<file path="config.mk">
export PLATFORM = sky130hd
export DESIGN_NAME = dual_hit_counter
export DESIGN_NICKNAME = d
export VERILOG_FILES = /design/src/rtl/dhc_pkg.sv /design/src/rtl/dhc_tally.sv /design/src/rtl/dhc_roles.sv /design/src/rtl/dhc_shifter.sv /design/src/rtl/dual_hit_counter.sv
export SDC_FILE = /design/constraint.sdc
export NUM_CORES = 1
export LEC_CHECK = 0
export ABC_AREA = 1
export CAP_MARGIN = 20
export CORE_MARGIN = 1
export CORE_UTILIZATION = 60
export DETAILED_ROUTE_END_ITERATION = 6
export PLACE_DENSITY = 0.84
export SLEW_MARGIN = 40
export SYNTH_ARGS = -nofsm -noshare
export SYNTH_HDL_FRONTEND = slang
export SYNTH_SLANG_ARGS = --single-unit
</file>
<file path="constraint.sdc">
create_clock -name clk -period 6.8 [get_ports clk]
set_input_delay 0.68 -clock clk [delete_from_list [all_inputs] [get_ports clk]]
set_output_delay 0.68 -clock clk [all_outputs]
set_load 0.05 [all_outputs]
</file>
<file path="src/rtl/dhc_pkg.sv">
package dhc_pkg;
    localparam int unsigned CNT_W = 32;
    localparam int unsigned DEP_W = $clog2(CNT_W + 1);
    localparam int unsigned SH_W  = CNT_W + 1;

    typedef logic [CNT_W-1:0] count_t;
    typedef logic [DEP_W-1:0] depth_t;

    typedef struct packed {
        count_t value;
        logic   ovf;
    } tally_t;

    function automatic depth_t clamp_depth(input depth_t d);
        if (d == '0) return depth_t'(1);
        if (int'(d) > int'(CNT_W)) return depth_t'(CNT_W);
        return d;
    endfunction

    function automatic count_t depth_mask(input depth_t d);
        count_t m;
        m = '0;
        for (int i = 0; i < int'(CNT_W); i++)
            if (i < int'(d)) m[i] = 1'b1;
        return m;
    endfunction
endpackage

</file>
<file path="src/rtl/dhc_tally.sv">
module dhc_tally
    import dhc_pkg::*;
(
    input  logic   clk,
    input  logic   rst,
    input  logic   clr_i,
    input  logic   cnt_en_i,
    input  logic   hit_i,
    input  count_t limit_i,
    output tally_t tally_o
);
    tally_t q;

    always_ff @(posedge clk) begin
        if (rst) begin
            q <= '0;
        end else if (clr_i) begin
            q.value <= count_t'(hit_i);
            q.ovf   <= 1'b0;
        end else if (cnt_en_i && hit_i) begin
            if (q.value >= limit_i) q.ovf   <= 1'b1;
            else                    q.value <= q.value + 1'b1;
        end
    end

    assign tally_o = q;

    assert_saturate_R5: assert property (@(posedge clk) disable iff (rst)
        (!clr_i && cnt_en_i && hit_i && q.value >= limit_i) |=> ($stable(q.value) && q.ovf));

    assert_sticky_R6: assert property (@(posedge clk) disable iff (rst)
        (q.ovf && !clr_i) |=> q.ovf);

    assert_frozen_R3: assert property (@(posedge clk) disable iff (rst)
        (!clr_i && !cnt_en_i) |=> $stable(q));

    assert_swap_clear_R4: assert property (@(posedge clk) disable iff (rst)
        clr_i |=> (q.value == count_t'($past(hit_i)) && !q.ovf));
endmodule

</file>
<file path="src/rtl/dhc_roles.sv">
module dhc_roles (
    input  logic clk,
    input  logic rst,
    input  logic window_i,
    output logic act_o,
    output logic swap_o
);
    logic win_q;
    logic act_q;

    always_ff @(posedge clk) begin
        if (rst) begin
            win_q <= 1'b0;
            act_q <= 1'b0;
        end else begin
            win_q <= window_i;
            if (swap_o) act_q <= ~act_q;
        end
    end

    assign swap_o = window_i ^ win_q;
    assign act_o  = act_q;

    assert_swap_R3: assert property (@(posedge clk) disable iff (rst)
        swap_o |=> (act_o != $past(act_o)));

    assert_hold_R3: assert property (@(posedge clk) disable iff (rst)
        !swap_o |=> $stable(act_o));
endmodule

</file>
<file path="src/rtl/dhc_shifter.sv">
module dhc_shifter
    import dhc_pkg::*;
(
    input  logic   clk,
    input  logic   rst,
    input  logic   start_i,
    input  tally_t snap_i,
    input  depth_t depth_i,
    output logic   bit_o,
    output logic   valid_o
);
    logic [SH_W-1:0] sh_q;
    logic [SH_W-1:0] load_vec;
    depth_t          left_q;

    always_comb begin
        load_vec = {1'b0, snap_i.value & depth_mask(depth_i)};
        load_vec[depth_i] = snap_i.ovf;
    end

    always_ff @(posedge clk) begin
        if (rst) begin
            sh_q   <= '0;
            left_q <= '0;
        end else if (left_q != '0) begin
            sh_q   <= sh_q >> 1;
            left_q <= left_q - 1'b1;
        end else if (start_i) begin
            sh_q   <= load_vec;
            left_q <= depth_i + 1'b1;
        end
    end

    assign valid_o = (left_q != '0);
    assign bit_o   = valid_o & sh_q[0];

    assert_start_R7: assert property (@(posedge clk) disable iff (rst)
        (start_i && !valid_o) |=> valid_o);

    assert_busy_ignore_R8: assert property (@(posedge clk) disable iff (rst)
        (valid_o && start_i) |=> (left_q == $past(left_q) - 1'b1));

    assert_idle_low_R1: assert property (@(posedge clk) disable iff (rst)
        !valid_o |-> !bit_o);
endmodule

</file>
<file path="src/rtl/dual_hit_counter.sv">
module dual_hit_counter
    import dhc_pkg::*;
(
    input  logic             clk,
    input  logic             rst,
    input  logic             hit_i,
    input  logic             window_i,
    input  logic [DEP_W-1:0] depth_i,
    input  logic             rd_start_i,
    output logic             rd_bit_o,
    output logic             rd_valid_o
);
    logic   act;
    logic   swap;
    depth_t eff_depth;
    count_t limit;
    tally_t tallies [2];
    tally_t snap;
    logic [1:0] en_vec;

    assign eff_depth = clamp_depth(depth_i);
    assign limit     = depth_mask(eff_depth);

    dhc_roles u_roles (
        .clk      (clk),
        .rst      (rst),
        .window_i (window_i),
        .act_o    (act),
        .swap_o   (swap)
    );

    for (genvar g = 0; g < 2; g++) begin : g_tally
        assign en_vec[g] = !swap && (act == 1'(g));
        dhc_tally u_tally (
            .clk      (clk),
            .rst      (rst),
            .clr_i    (swap && (act != 1'(g))),
            .cnt_en_i (en_vec[g]),
            .hit_i    (hit_i),
            .limit_i  (limit),
            .tally_o  (tallies[g])
        );
    end

    assign snap = act ? tallies[0] : tallies[1];

    dhc_shifter u_shift (
        .clk     (clk),
        .rst     (rst),
        .start_i (rd_start_i),
        .snap_i  (snap),
        .depth_i (eff_depth),
        .bit_o   (rd_bit_o),
        .valid_o (rd_valid_o)
    );

    assert_count_R2: assert property (@(posedge clk) disable iff (rst)
        (hit_i && !swap && !act && tallies[0].value < limit) |=>
            (tallies[0].value == $past(tallies[0].value) + 1'b1));
endmodule

</file>
==> impl_metrics.prom, run 1 <==
# TYPE chip_impl_metric gauge
chip_impl_metric{name="internal-power",unit="mW"} 1.13
chip_impl_metric{name="layout-drive-gt1-share",unit="%"} 6.04
chip_impl_metric{name="slew_violations",unit=""} 0
chip_impl_metric{name="clock_latency_reported_for_the_late_side_of_the_worst_skew_pair",unit="ns"} 0.37
chip_impl_metric{name="grt_util_met1",unit="%"} 55.0
chip_impl_metric{name="number_of_cts_inserted_buffers",unit=""} 9
chip_impl_metric{name="ir_worst_vdd",unit="µV"} 154
chip_impl_metric{name="pwr-share-comb",unit="%"} 31.5
chip_impl_metric{name="r2r_cells",unit=""} 9
chip_impl_metric{name="timing.max_slew.rel_slack",unit="%"} 40.5
chip_impl_metric{name="setup_violations",unit=""} 0
chip_impl_metric{name="num-nets-final",unit=""} 1349
chip_impl_info{name="status",value="finished, final reports clean"} 1
chip_impl_metric{name="overflow",unit=""} 0
chip_impl_metric{name="detailed_router_s_first_iteration_violation_count",unit=""} 1287
chip_impl_info{name="combinational_family_with_the_most_area_after_synthesis",value="simple AND/OR/NAND/NOR gates"} 1
chip_impl_metric{name="setup_slack",unit="ns"} 1.70
chip_impl_metric{name="post-dp-hpwl",unit="µm"} 21700
chip_impl_metric{name="async_sr_flop_fraction",unit="%"} 0
chip_impl_metric{name="final_cell_area",unit="mm²"} 0.00907
chip_impl_metric{name="switching_power_as_a_share_of_total_power",unit="%"} 39.2
chip_impl_metric{name="power_per_cell_area",unit="mW/mm²"} 204
chip_impl_info{name="timing.hold.worst.start",value="g_tally[0].u_tally.tally_o[0]"} 1
chip_impl_info{name="post_synthesis_cell_type_with_the_largest_combined_area",value="sky130_fd_sc_hd__dfxtp_1"} 1
chip_impl_metric{name="fmaxAchievable",unit="MHz"} 196
chip_impl_info{name="busiest_layer",value="met2"} 1
chip_impl_metric{name="hold_viol",unit=""} 0
chip_impl_metric{name="grtUsageMet2",unit="%"} 59.9
chip_impl_metric{name="clock_power_share",unit="%"} 29.6
chip_impl_metric{name="largest_net_degree_at_the_start_of_global_routing",unit=""} 45
chip_impl_info{name="reg2reg_to",value="g_tally[1].u_tally.tally_o[29]"} 1
chip_impl_info{name="unrepaired_setup_endpoints_after_global_routing",value="no"} 1
chip_impl_metric{name="track_usage",unit="%"} 39.7
chip_impl_metric{name="critical_path_peak_fanout",unit=""} 33
chip_impl_metric{name="post_synthesis_adder_cell_area_fraction",unit="%"} 9.86
chip_impl_metric{name="wire_per_inst",unit="µm"} 19.9
chip_impl_info{name="cts_tree",value="yes"} 1
chip_impl_metric{name="r2r_slack",unit="ns"} 3.63
chip_impl_metric{name="layout.core_utilization",unit="%"} 65.1
chip_impl_info{name="timing.critical_path.to_type",value="register"} 1
chip_impl_metric{name="synth.avg_cell_area",unit="µm²"} 6.65
chip_impl_metric{name="synth_cells",unit=""} 1298
chip_impl_metric{name="synth-edff-count",unit=""} 0
chip_impl_info{name="hold-path-endpoint",value="g_tally[0].u_tally.tally_o[0]"} 1
chip_impl_metric{name="cts_hold_buffers",unit=""} 0
chip_impl_metric{name="detail_route.first_pass.iterations",unit=""} 6
chip_impl_metric{name="floorplan.initialDensity",unit="%"} 62.0
chip_impl_metric{name="diodes",unit=""} 0
chip_impl_metric{name="area_fraction_in_compound_gates_after_synthesis",unit="%"} 17.6
chip_impl_metric{name="power.switching",unit="mW"} 0.726
chip_impl_metric{name="total_power",unit="mW"} 1.85
chip_impl_metric{name="synth_simple_gate_area_share",unit="%"} 32.7
chip_impl_metric{name="cts.sink_count",unit=""} 107
chip_impl_metric{name="grt_util_met3",unit="%"} 7.54
chip_impl_info{name="most_frequent_standard_cell_in_the_layout_excluding_fill_and_tap_cells",value="sky130_fd_sc_hd__nand2_1"} 1
chip_impl_metric{name="syn-cell-area",unit="mm²"} 0.00863
chip_impl_metric{name="number_of_placed_cells_counting_well_taps",unit=""} 1439
chip_impl_metric{name="area_growth_syn_to_layout",unit="%"} 5.01
chip_impl_metric{name="die_height",unit="µm"} 122
chip_impl_metric{name="power_share_of_the_sequential_group",unit="%"} 38.9
chip_impl_metric{name="synth-xor-area-share",unit="%"} 6.29
chip_impl_metric{name="synth_fp_nets",unit=""} 1377
chip_impl_metric{name="synthesis.yosys.warnings",unit=""} 0
chip_impl_metric{name="layout.filler_cells",unit=""} 1326
chip_impl_info{name="dominantRegCellSynth",value="sky130_fd_sc_hd__dfxtp_1"} 1
chip_impl_metric{name="place_congestion",unit=""} 1.04
chip_impl_metric{name="cts_setup_buffers",unit=""} 0
chip_impl_metric{name="detail_route.vias_per_cell",unit=""} 6.37
chip_impl_metric{name="yosys.area.top_type_share",unit="%"} 24.8
chip_impl_metric{name="detailroute.via_count",unit=""} 9264
chip_impl_metric{name="die_w",unit="µm"} 122
chip_impl_info{name="critical_path_class",value="input pin to register"} 1
chip_impl_metric{name="synth_mux_area_share",unit="%"} 0
chip_impl_metric{name="dpl_cell_area",unit="mm²"} 0.00876
chip_impl_metric{name="setup_total_negative_slack",unit="ns"} 0
chip_impl_info{name="rr_startpoint",value="u_roles.act_o"} 1
chip_impl_metric{name="cp_data_arrival_time",unit="ns"} 5.36
chip_impl_metric{name="synth_sequential_area_ratio",unit="%"} 24.8
chip_impl_metric{name="cellLeakagePower",unit="nW"} 3.52
chip_impl_metric{name="period_minus_ws_final",unit="ns"} 5.10
chip_impl_metric{name="first_global_vias",unit=""} 8231
chip_impl_metric{name="placement.io_buffers",unit=""} 12
chip_impl_metric{name="cap_viol_max_count",unit=""} 0
chip_impl_metric{name="clock_path_buffers",unit=""} 2
chip_impl_metric{name="floorplan.core_area",unit="mm²"} 0.0139
chip_impl_metric{name="ys_seq_elements",unit=""} 107
chip_impl_info{name="cts_root_buffer",value="sky130_fd_sc_hd__clkbuf_16"} 1
chip_impl_info{name="layout.cells.most_common_list",value="313 x sky130_fd_sc_hd__nand2_1, 140 x sky130_fd_sc_hd__a21oi_1, 107 x sky130_fd_sc_hd__dfxtp_1, 101 x sky130_fd_sc_hd__inv_1, 91 x sky130_fd_sc_hd__nor2_1"} 1
chip_impl_metric{name="yosys.cell_types.count",unit=""} 49
chip_impl_metric{name="antenna_violating_nets_remaining",unit=""} 0
chip_impl_metric{name="post_cts.resized_instances",unit=""} 0
chip_impl_info{name="synth.top_cells.by_area",value="sky130_fd_sc_hd__dfxtp_1 25%, sky130_fd_sc_hd__nand2_1 14%, sky130_fd_sc_hd__ha_1 9.9%"} 1
chip_impl_metric{name="required",unit="ns"} 7.06
chip_impl_metric{name="num_rows",unit=""} 43
chip_impl_metric{name="top_level_ports",unit=""} 13
chip_impl_metric{name="layout_worst_path_cycle_share",unit="%"} 75.0
chip_impl_metric{name="hold_path_depth",unit=""} 2
chip_impl_metric{name="clock-skew-final",unit="ns"} 0.0170
chip_impl_metric{name="timing.hold.ws",unit="ns"} 0.461
chip_impl_info{name="worstSetupStartpointType",value="input pin"} 1
chip_impl_metric{name="clkSlewWorstSetupHoldPaths",unit="ns"} 0.09
chip_impl_metric{name="h_tree_level_count",unit=""} 3
chip_impl_metric{name="preCtsSetupSlack",unit="ns"} 1.49
chip_impl_metric{name="wirelength",unit="µm"} 28900
chip_impl_metric{name="post_layout_nonfiller_instances",unit=""} 1455
chip_impl_info{name="hold_class",value="register to register"} 1
chip_impl_metric{name="worst_slew_pin_slew",unit="ns"} 0.887
chip_impl_metric{name="number_of_antenna_violations_at_the_first_check_in_global_routing",unit=""} 0
chip_impl_metric{name="grt_first_pass_wirelength",unit="µm"} 44900
chip_impl_metric{name="die_area",unit="mm²"} 0.0149
chip_impl_metric{name="remaining_drc_errors",unit=""} 0
[cell usage after synthesis, drive strengths merged (2+ instances only)]
master,n
a21oi,142
a22oi,15
a31oi,8
buf,24
clkbuf,35
clkinv,3
dfxtp,107
ha,68
inv,115
nand2,324
nand3,49
nand4,76
nor2,105
nor3,48
nor3b,3
nor4,9
o211ai,19
o21ai,54
o22ai,11
o311ai,5
o31a,2
o31ai,4
o32ai,2
or2,2
xnor2,13
xor2,49
[cell families (layout without fill, tap and decap cells)]
kind of cell	Yosys count	after routing
simple gates	617	617
xor+xnor	62	62
buf+inv	177	154
compound gates	267	267
flops	107	107
fa+ha+maj	68	68
[layer usage]
layer | share of wire (%) | vias up
met3 | 11 | 92
met5 | 0 | -
met4 | 4.4 | 0
met1 | 42 | 4186
li1 | - | 4393
met2 | 43 | 593
[flip-flops by register name, summed over array words and instances, names as in the netlist]
register                 flops
u_roles.win_q                1
g_tally.u_tally.tally_o     66
u_roles.act_o                1
u_shift.sh_q                33
u_shift.left_q               6
[critical path, stage by stage]
cell and delay (ns):
sky130_fd_sc_hd__clkdlybuf4s50_1 0.62, sky130_fd_sc_hd__nor2_2 0.27, sky130_fd_sc_hd__nand2_1 0.14, sky130_fd_sc_hd__nor2_1 0.45, sky130_fd_sc_hd__inv_1 0.27, sky130_fd_sc_hd__nor2_1 0.53, sky130_fd_sc_hd__ha_1 0.34, sky130_fd_sc_hd__nand2_1 0.08
sky130_fd_sc_hd__nand3_1 0.08, sky130_fd_sc_hd__nand2_1 0.07, sky130_fd_sc_hd__inv_1 0.03, sky130_fd_sc_hd__nand2_1 0.06, sky130_fd_sc_hd__nand2_1 0.11, sky130_fd_sc_hd__nand2_1 0.09, sky130_fd_sc_hd__nand2_1 0.05, sky130_fd_sc_hd__nand2_1 0.05
sky130_fd_sc_hd__nand2_1 0.06, sky130_fd_sc_hd__nand2_2 0.52, sky130_fd_sc_hd__nand3_4 0.51, sky130_fd_sc_hd__a21oi_1 0.27, sky130_fd_sc_hd__nor2_1 0.06
[cell type report]
| type | instances | area [µm²] | area share [%] |
|---|---|---|---|
| clock buffers | 10 | 239 | 2.64 |
| flip-flops and latches | 107 | 2140 | 23.6 |
| repair buffers | 20 | 180 | 1.99 |
| inverters | 118 | 450 | 4.97 |
| well taps | 180 | 225 | 2.48 |
| clock inverters | 6 | 68.8 | 0.759 |
| multi-input cells | 1014 | 5760 | 63.5 |
[worst max-delay path by stage]
| stage | startpoint | endpoint | slack [ns] | depth (start not counted) |
|---|---|---|---|---|
| 2_1_floorplan | depth_i[2] | g_tally[1].u_tally.tally_o[21] | 3.32 | 20 |
| 3_3_place_gp | depth_i[2] | g_tally[1].u_tally.tally_o[1] | 1.45 | 19 |
| 3_5_place_dp | depth_i[2] | g_tally[0].u_tally.tally_o[1] | 1.49 | 21 |
| 4_1_cts | depth_i[2] | g_tally[0].u_tally.tally_o[31] | 1.86 | 21 |
| 5_1_grt | depth_i[2] | g_tally[0].u_tally.tally_o[1] | 1.40 | 21 |
| 6_report | depth_i[2] | g_tally[0].u_tally.tally_o[1] | 1.70 | 21 |
[power groups by stage]
stage	sequential, mW	combinational [mW]	clock, mW
floorplan	0.726	0.428	0
global placement	0.731	0.560	0
detailed placement	0.734	0.570	0
CTS	0.719	0.572	0.549
global route	0.727	0.639	0.571
finish	0.720	0.584	0.549
Power figures use the tool's default switching activity.
==> run 2: changes to the inputs <==
Clock period 6.8 ns to 4.72 ns, I/O delays scaled along.
==> run 2 against run 1 <==
Sequential share of layout area is 0.29 points lower. Die area did not move. Critical path depth down 4. Utilization up 0.80 points. Routed wire length rose by 0.55%. Global-route usage increased by 0.29 points. Worst hold slack better by 0.0084 ns. Critical path type unchanged. Largest cell class unchanged. Highest routed layer unchanged.
==> impl_metrics.prom, run 2 (same netlist as run 1, synthesis figures left out) <==
# TYPE chip_impl_metric gauge
chip_impl_info{name="most_frequent_standard_cell_in_the_layout_excluding_fill_and_tap_cells",value="sky130_fd_sc_hd__nand2_1"} 1
chip_impl_metric{name="required",unit="ns"} 4.94
chip_impl_metric{name="remaining_drc_errors",unit=""} 0
chip_impl_metric{name="slew_violations",unit=""} 0
chip_impl_metric{name="wire_per_inst",unit="µm"} 19.8
chip_impl_metric{name="power_per_cell_area",unit="mW/mm²"} 290
chip_impl_metric{name="num-nets-final",unit=""} 1363
chip_impl_metric{name="wirelength",unit="µm"} 29100
chip_impl_metric{name="pwr-share-comb",unit="%"} 31.9
chip_impl_metric{name="area_growth_syn_to_layout",unit="%"} 6.30
chip_impl_metric{name="number_of_placed_cells_counting_well_taps",unit=""} 1453
chip_impl_info{name="layout.cells.most_common_list",value="313 x sky130_fd_sc_hd__nand2_1, 140 x sky130_fd_sc_hd__a21oi_1, 107 x sky130_fd_sc_hd__dfxtp_1, 101 x sky130_fd_sc_hd__inv_1, 91 x sky130_fd_sc_hd__nor2_1"} 1
chip_impl_metric{name="setup_slack",unit="ns"} 0.823
chip_impl_metric{name="power.switching",unit="mW"} 1.04
chip_impl_metric{name="track_usage",unit="%"} 40.0
chip_impl_metric{name="largest_net_degree_at_the_start_of_global_routing",unit=""} 45
chip_impl_metric{name="number_of_antenna_violations_at_the_first_check_in_global_routing",unit=""} 0
chip_impl_metric{name="die_area",unit="mm²"} 0.0149
chip_impl_info{name="status",value="finished, final reports clean"} 1
chip_impl_metric{name="first_global_vias",unit=""} 8347
chip_impl_metric{name="fmaxAchievable",unit="MHz"} 257
chip_impl_metric{name="detailed_router_s_first_iteration_violation_count",unit=""} 1157
chip_impl_metric{name="hold_viol",unit=""} 0
chip_impl_metric{name="post_cts.resized_instances",unit=""} 0
chip_impl_metric{name="clock_path_buffers",unit=""} 2
chip_impl_metric{name="number_of_cts_inserted_buffers",unit=""} 9
chip_impl_metric{name="switching_power_as_a_share_of_total_power",unit="%"} 39.0
chip_impl_metric{name="die_w",unit="µm"} 122
chip_impl_metric{name="preCtsSetupSlack",unit="ns"} 0.521
chip_impl_metric{name="cap_viol_max_count",unit=""} 0
chip_impl_metric{name="grtUsageMet2",unit="%"} 60.8
chip_impl_metric{name="post-dp-hpwl",unit="µm"} 22100
chip_impl_metric{name="die_height",unit="µm"} 122
chip_impl_metric{name="layout.filler_cells",unit=""} 1320
chip_impl_metric{name="overflow",unit=""} 0
chip_impl_info{name="cts_root_buffer",value="sky130_fd_sc_hd__clkbuf_16"} 1
chip_impl_metric{name="clock-skew-final",unit="ns"} 0.00710
chip_impl_metric{name="power_share_of_the_sequential_group",unit="%"} 39.0
chip_impl_metric{name="h_tree_level_count",unit=""} 3
chip_impl_metric{name="detail_route.first_pass.iterations",unit=""} 5
chip_impl_metric{name="largest_register_ff_count",unit=""} 66
chip_impl_metric{name="floorplan.core_area",unit="mm²"} 0.0139
chip_impl_metric{name="top_level_ports",unit=""} 13
chip_impl_metric{name="clock_power_share",unit="%"} 29.1
chip_impl_metric{name="critical_path_peak_fanout",unit=""} 33
chip_impl_info{name="hold_class",value="register to register"} 1
chip_impl_metric{name="clock_latency_reported_for_the_late_side_of_the_worst_skew_pair",unit="ns"} 0.36
chip_impl_metric{name="layout_worst_path_cycle_share",unit="%"} 82.6
chip_impl_info{name="busiest_layer",value="met2"} 1
chip_impl_metric{name="grt_first_pass_wirelength",unit="µm"} 45100
chip_impl_metric{name="internal-power",unit="mW"} 1.62
chip_impl_info{name="worst_path_max_delay_cell",value="sky130_fd_sc_hd__clkdlybuf4s50_1"} 1
chip_impl_metric{name="post_layout_nonfiller_instances",unit=""} 1469
chip_impl_info{name="critical_path_class",value="input pin to register"} 1
chip_impl_metric{name="ir_worst_vdd",unit="µV"} 286
chip_impl_metric{name="setup_total_negative_slack",unit="ns"} 0
chip_impl_info{name="path_common_cell",value="sky130_fd_sc_hd__nand2_1"} 1
chip_impl_metric{name="timing.critical_path.buf_inv",unit=""} 3
chip_impl_metric{name="antenna_violating_nets_remaining",unit=""} 0
chip_impl_metric{name="worst_slew_pin_slew",unit="ns"} 0.840
chip_impl_info{name="cp_cell_sequence",value="clkdlybuf4s50_1 -> inv_2 -> nand4_2 -> nand2_1 -> nand2_1 -> inv_1 -> ha_1 -> o21ai_0 -> ha_1 -> nand2_1 -> o21ai_0 -> a41oi_1 -> nand2_1 -> nand2_2 -> nand3_4 -> nand2_1 -> a21oi_1"} 1
chip_impl_metric{name="diodes",unit=""} 0
chip_impl_metric{name="detail_route.vias_per_cell",unit=""} 6.30
chip_impl_metric{name="place_congestion",unit=""} 1.05
chip_impl_metric{name="seqCellArea",unit="mm²"} 0.00214
chip_impl_metric{name="cts_hold_buffers",unit=""} 0
chip_impl_metric{name="placement.io_buffers",unit=""} 12
chip_impl_metric{name="setup_violations",unit=""} 0
chip_impl_metric{name="detailroute.via_count",unit=""} 9253
chip_impl_metric{name="grt_util_met3",unit="%"} 6.88
chip_impl_info{name="path_delay_family",value="simple AND/OR/NAND/NOR gates"} 1
chip_impl_metric{name="floorplan.initialDensity",unit="%"} 62.0
chip_impl_metric{name="area_of_the_multi_input_gates",unit="mm²"} 0.00575
chip_impl_info{name="cts_tree",value="yes"} 1
chip_impl_metric{name="layout-drive-gt1-share",unit="%"} 6.98
chip_impl_metric{name="period_minus_ws_final",unit="ns"} 3.90
chip_impl_info{name="timing.critical_path.to_type",value="register"} 1
chip_impl_info{name="worstSetupStartpointType",value="input pin"} 1
chip_impl_metric{name="timing.critical_path.slowest_cell_delay",unit="ns"} 0.64
chip_impl_metric{name="cts_setup_buffers",unit=""} 0
chip_impl_metric{name="timing.max_slew.rel_slack",unit="%"} 43.9
chip_impl_metric{name="cts.sink_count",unit=""} 107
chip_impl_metric{name="num_rows",unit=""} 43
chip_impl_metric{name="cp_data_arrival_time",unit="ns"} 4.12
chip_impl_info{name="unrepaired_setup_endpoints_after_global_routing",value="no"} 1
chip_impl_metric{name="cellLeakagePower",unit="nW"} 3.59
chip_impl_metric{name="grt_util_met1",unit="%"} 54.6
chip_impl_metric{name="clkSlewWorstSetupHoldPaths",unit="ns"} 0.08
## run 2: cell count changes in the layout (fill, tap and decap cells not counted), sizes merged
cell / before / now
inv: 119 / 117
buf: 8 / 22
clkbuf: 10 / 9
clkinvlp: 1 / 0
clkinv: 4 / 8
## run 2: final timing paths
path | from | cells after the start | to | slack, ns
worst max-delay path | depth_i[3] | 17 | g_tally[0].u_tally.tally_o[30] | 0.82
worst min-delay path | u_shift.sh_q[21] | 2 | u_shift.sh_q[21] | 0.47
worst max register to register | u_shift.left_q[0] | 10 | u_shift.sh_q[2] | 1.87
worst min register to register | u_shift.sh_q[21] | 2 | u_shift.sh_q[21] | 0.47
## run 2: power by group through the flow
| stage | logic [mW] | clock network, mW | registers [mW] |
|---|---|---|---|
| final | 0.849 | 0.773 | 1.04 |
| after global routing | 0.919 | 0.812 | 1.05 |
| after CTS | 0.832 | 0.779 | 1.04 |
| after detailed placement | 0.829 | 0 | 1.06 |
| after global placement | 0.820 | 0 | 1.05 |
| after floorplan | 0.617 | 0 | 1.05 |
## run 2: cell type report
cell class / count / area share, %
clock inverters: 7 / 0.913
flip-flops and latches: 107 / 23.3
inverters: 118 / 4.91
clock buffers: 9 / 2.45
multi-input cells: 1014 / 62.7
well taps: 180 / 2.45
repair buffers: 34 / 3.24
## run 2: stage by stage
| stage | power, mW | area [µm²] | utilization, % | hold slack, ns |
|---|---|---|---|---|
| 2_1_floorplan | 1.66 | 8630 | - | 0.435 |
| 5_1_grt | 2.78 | 9180 | 65.9 | 0.488 |
| 6_report | 2.66 | 9180 | 65.9 | 0.469 |
| 3_5_place_dp | 1.89 | 8870 | 63.6 | 0.457 |
| 4_1_cts | 2.65 | 9180 | 65.9 | 0.469 |
| 3_3_place_gp | 1.87 | 8860 | 63.6 | 0.445 |
## run 2: tightest hold or removal path, cell delays in order, from the launching register on
cell and delay, ns:
sky130_fd_sc_hd__dfxtp_1 0.31, sky130_fd_sc_hd__nand2_1 0.06, sky130_fd_sc_hd__a21oi_1 0.05
## run 2: per-layer routing
| layer | vias up | wire length [µm] |
|---|---|---|
| li1 | 4419 | - |
| met1 | 4243 | 12400 |
| met2 | 511 | 12600 |
| met3 | 80 | 2880 |
| met4 | 0 | 1240 |
| met5 | - | 0 |
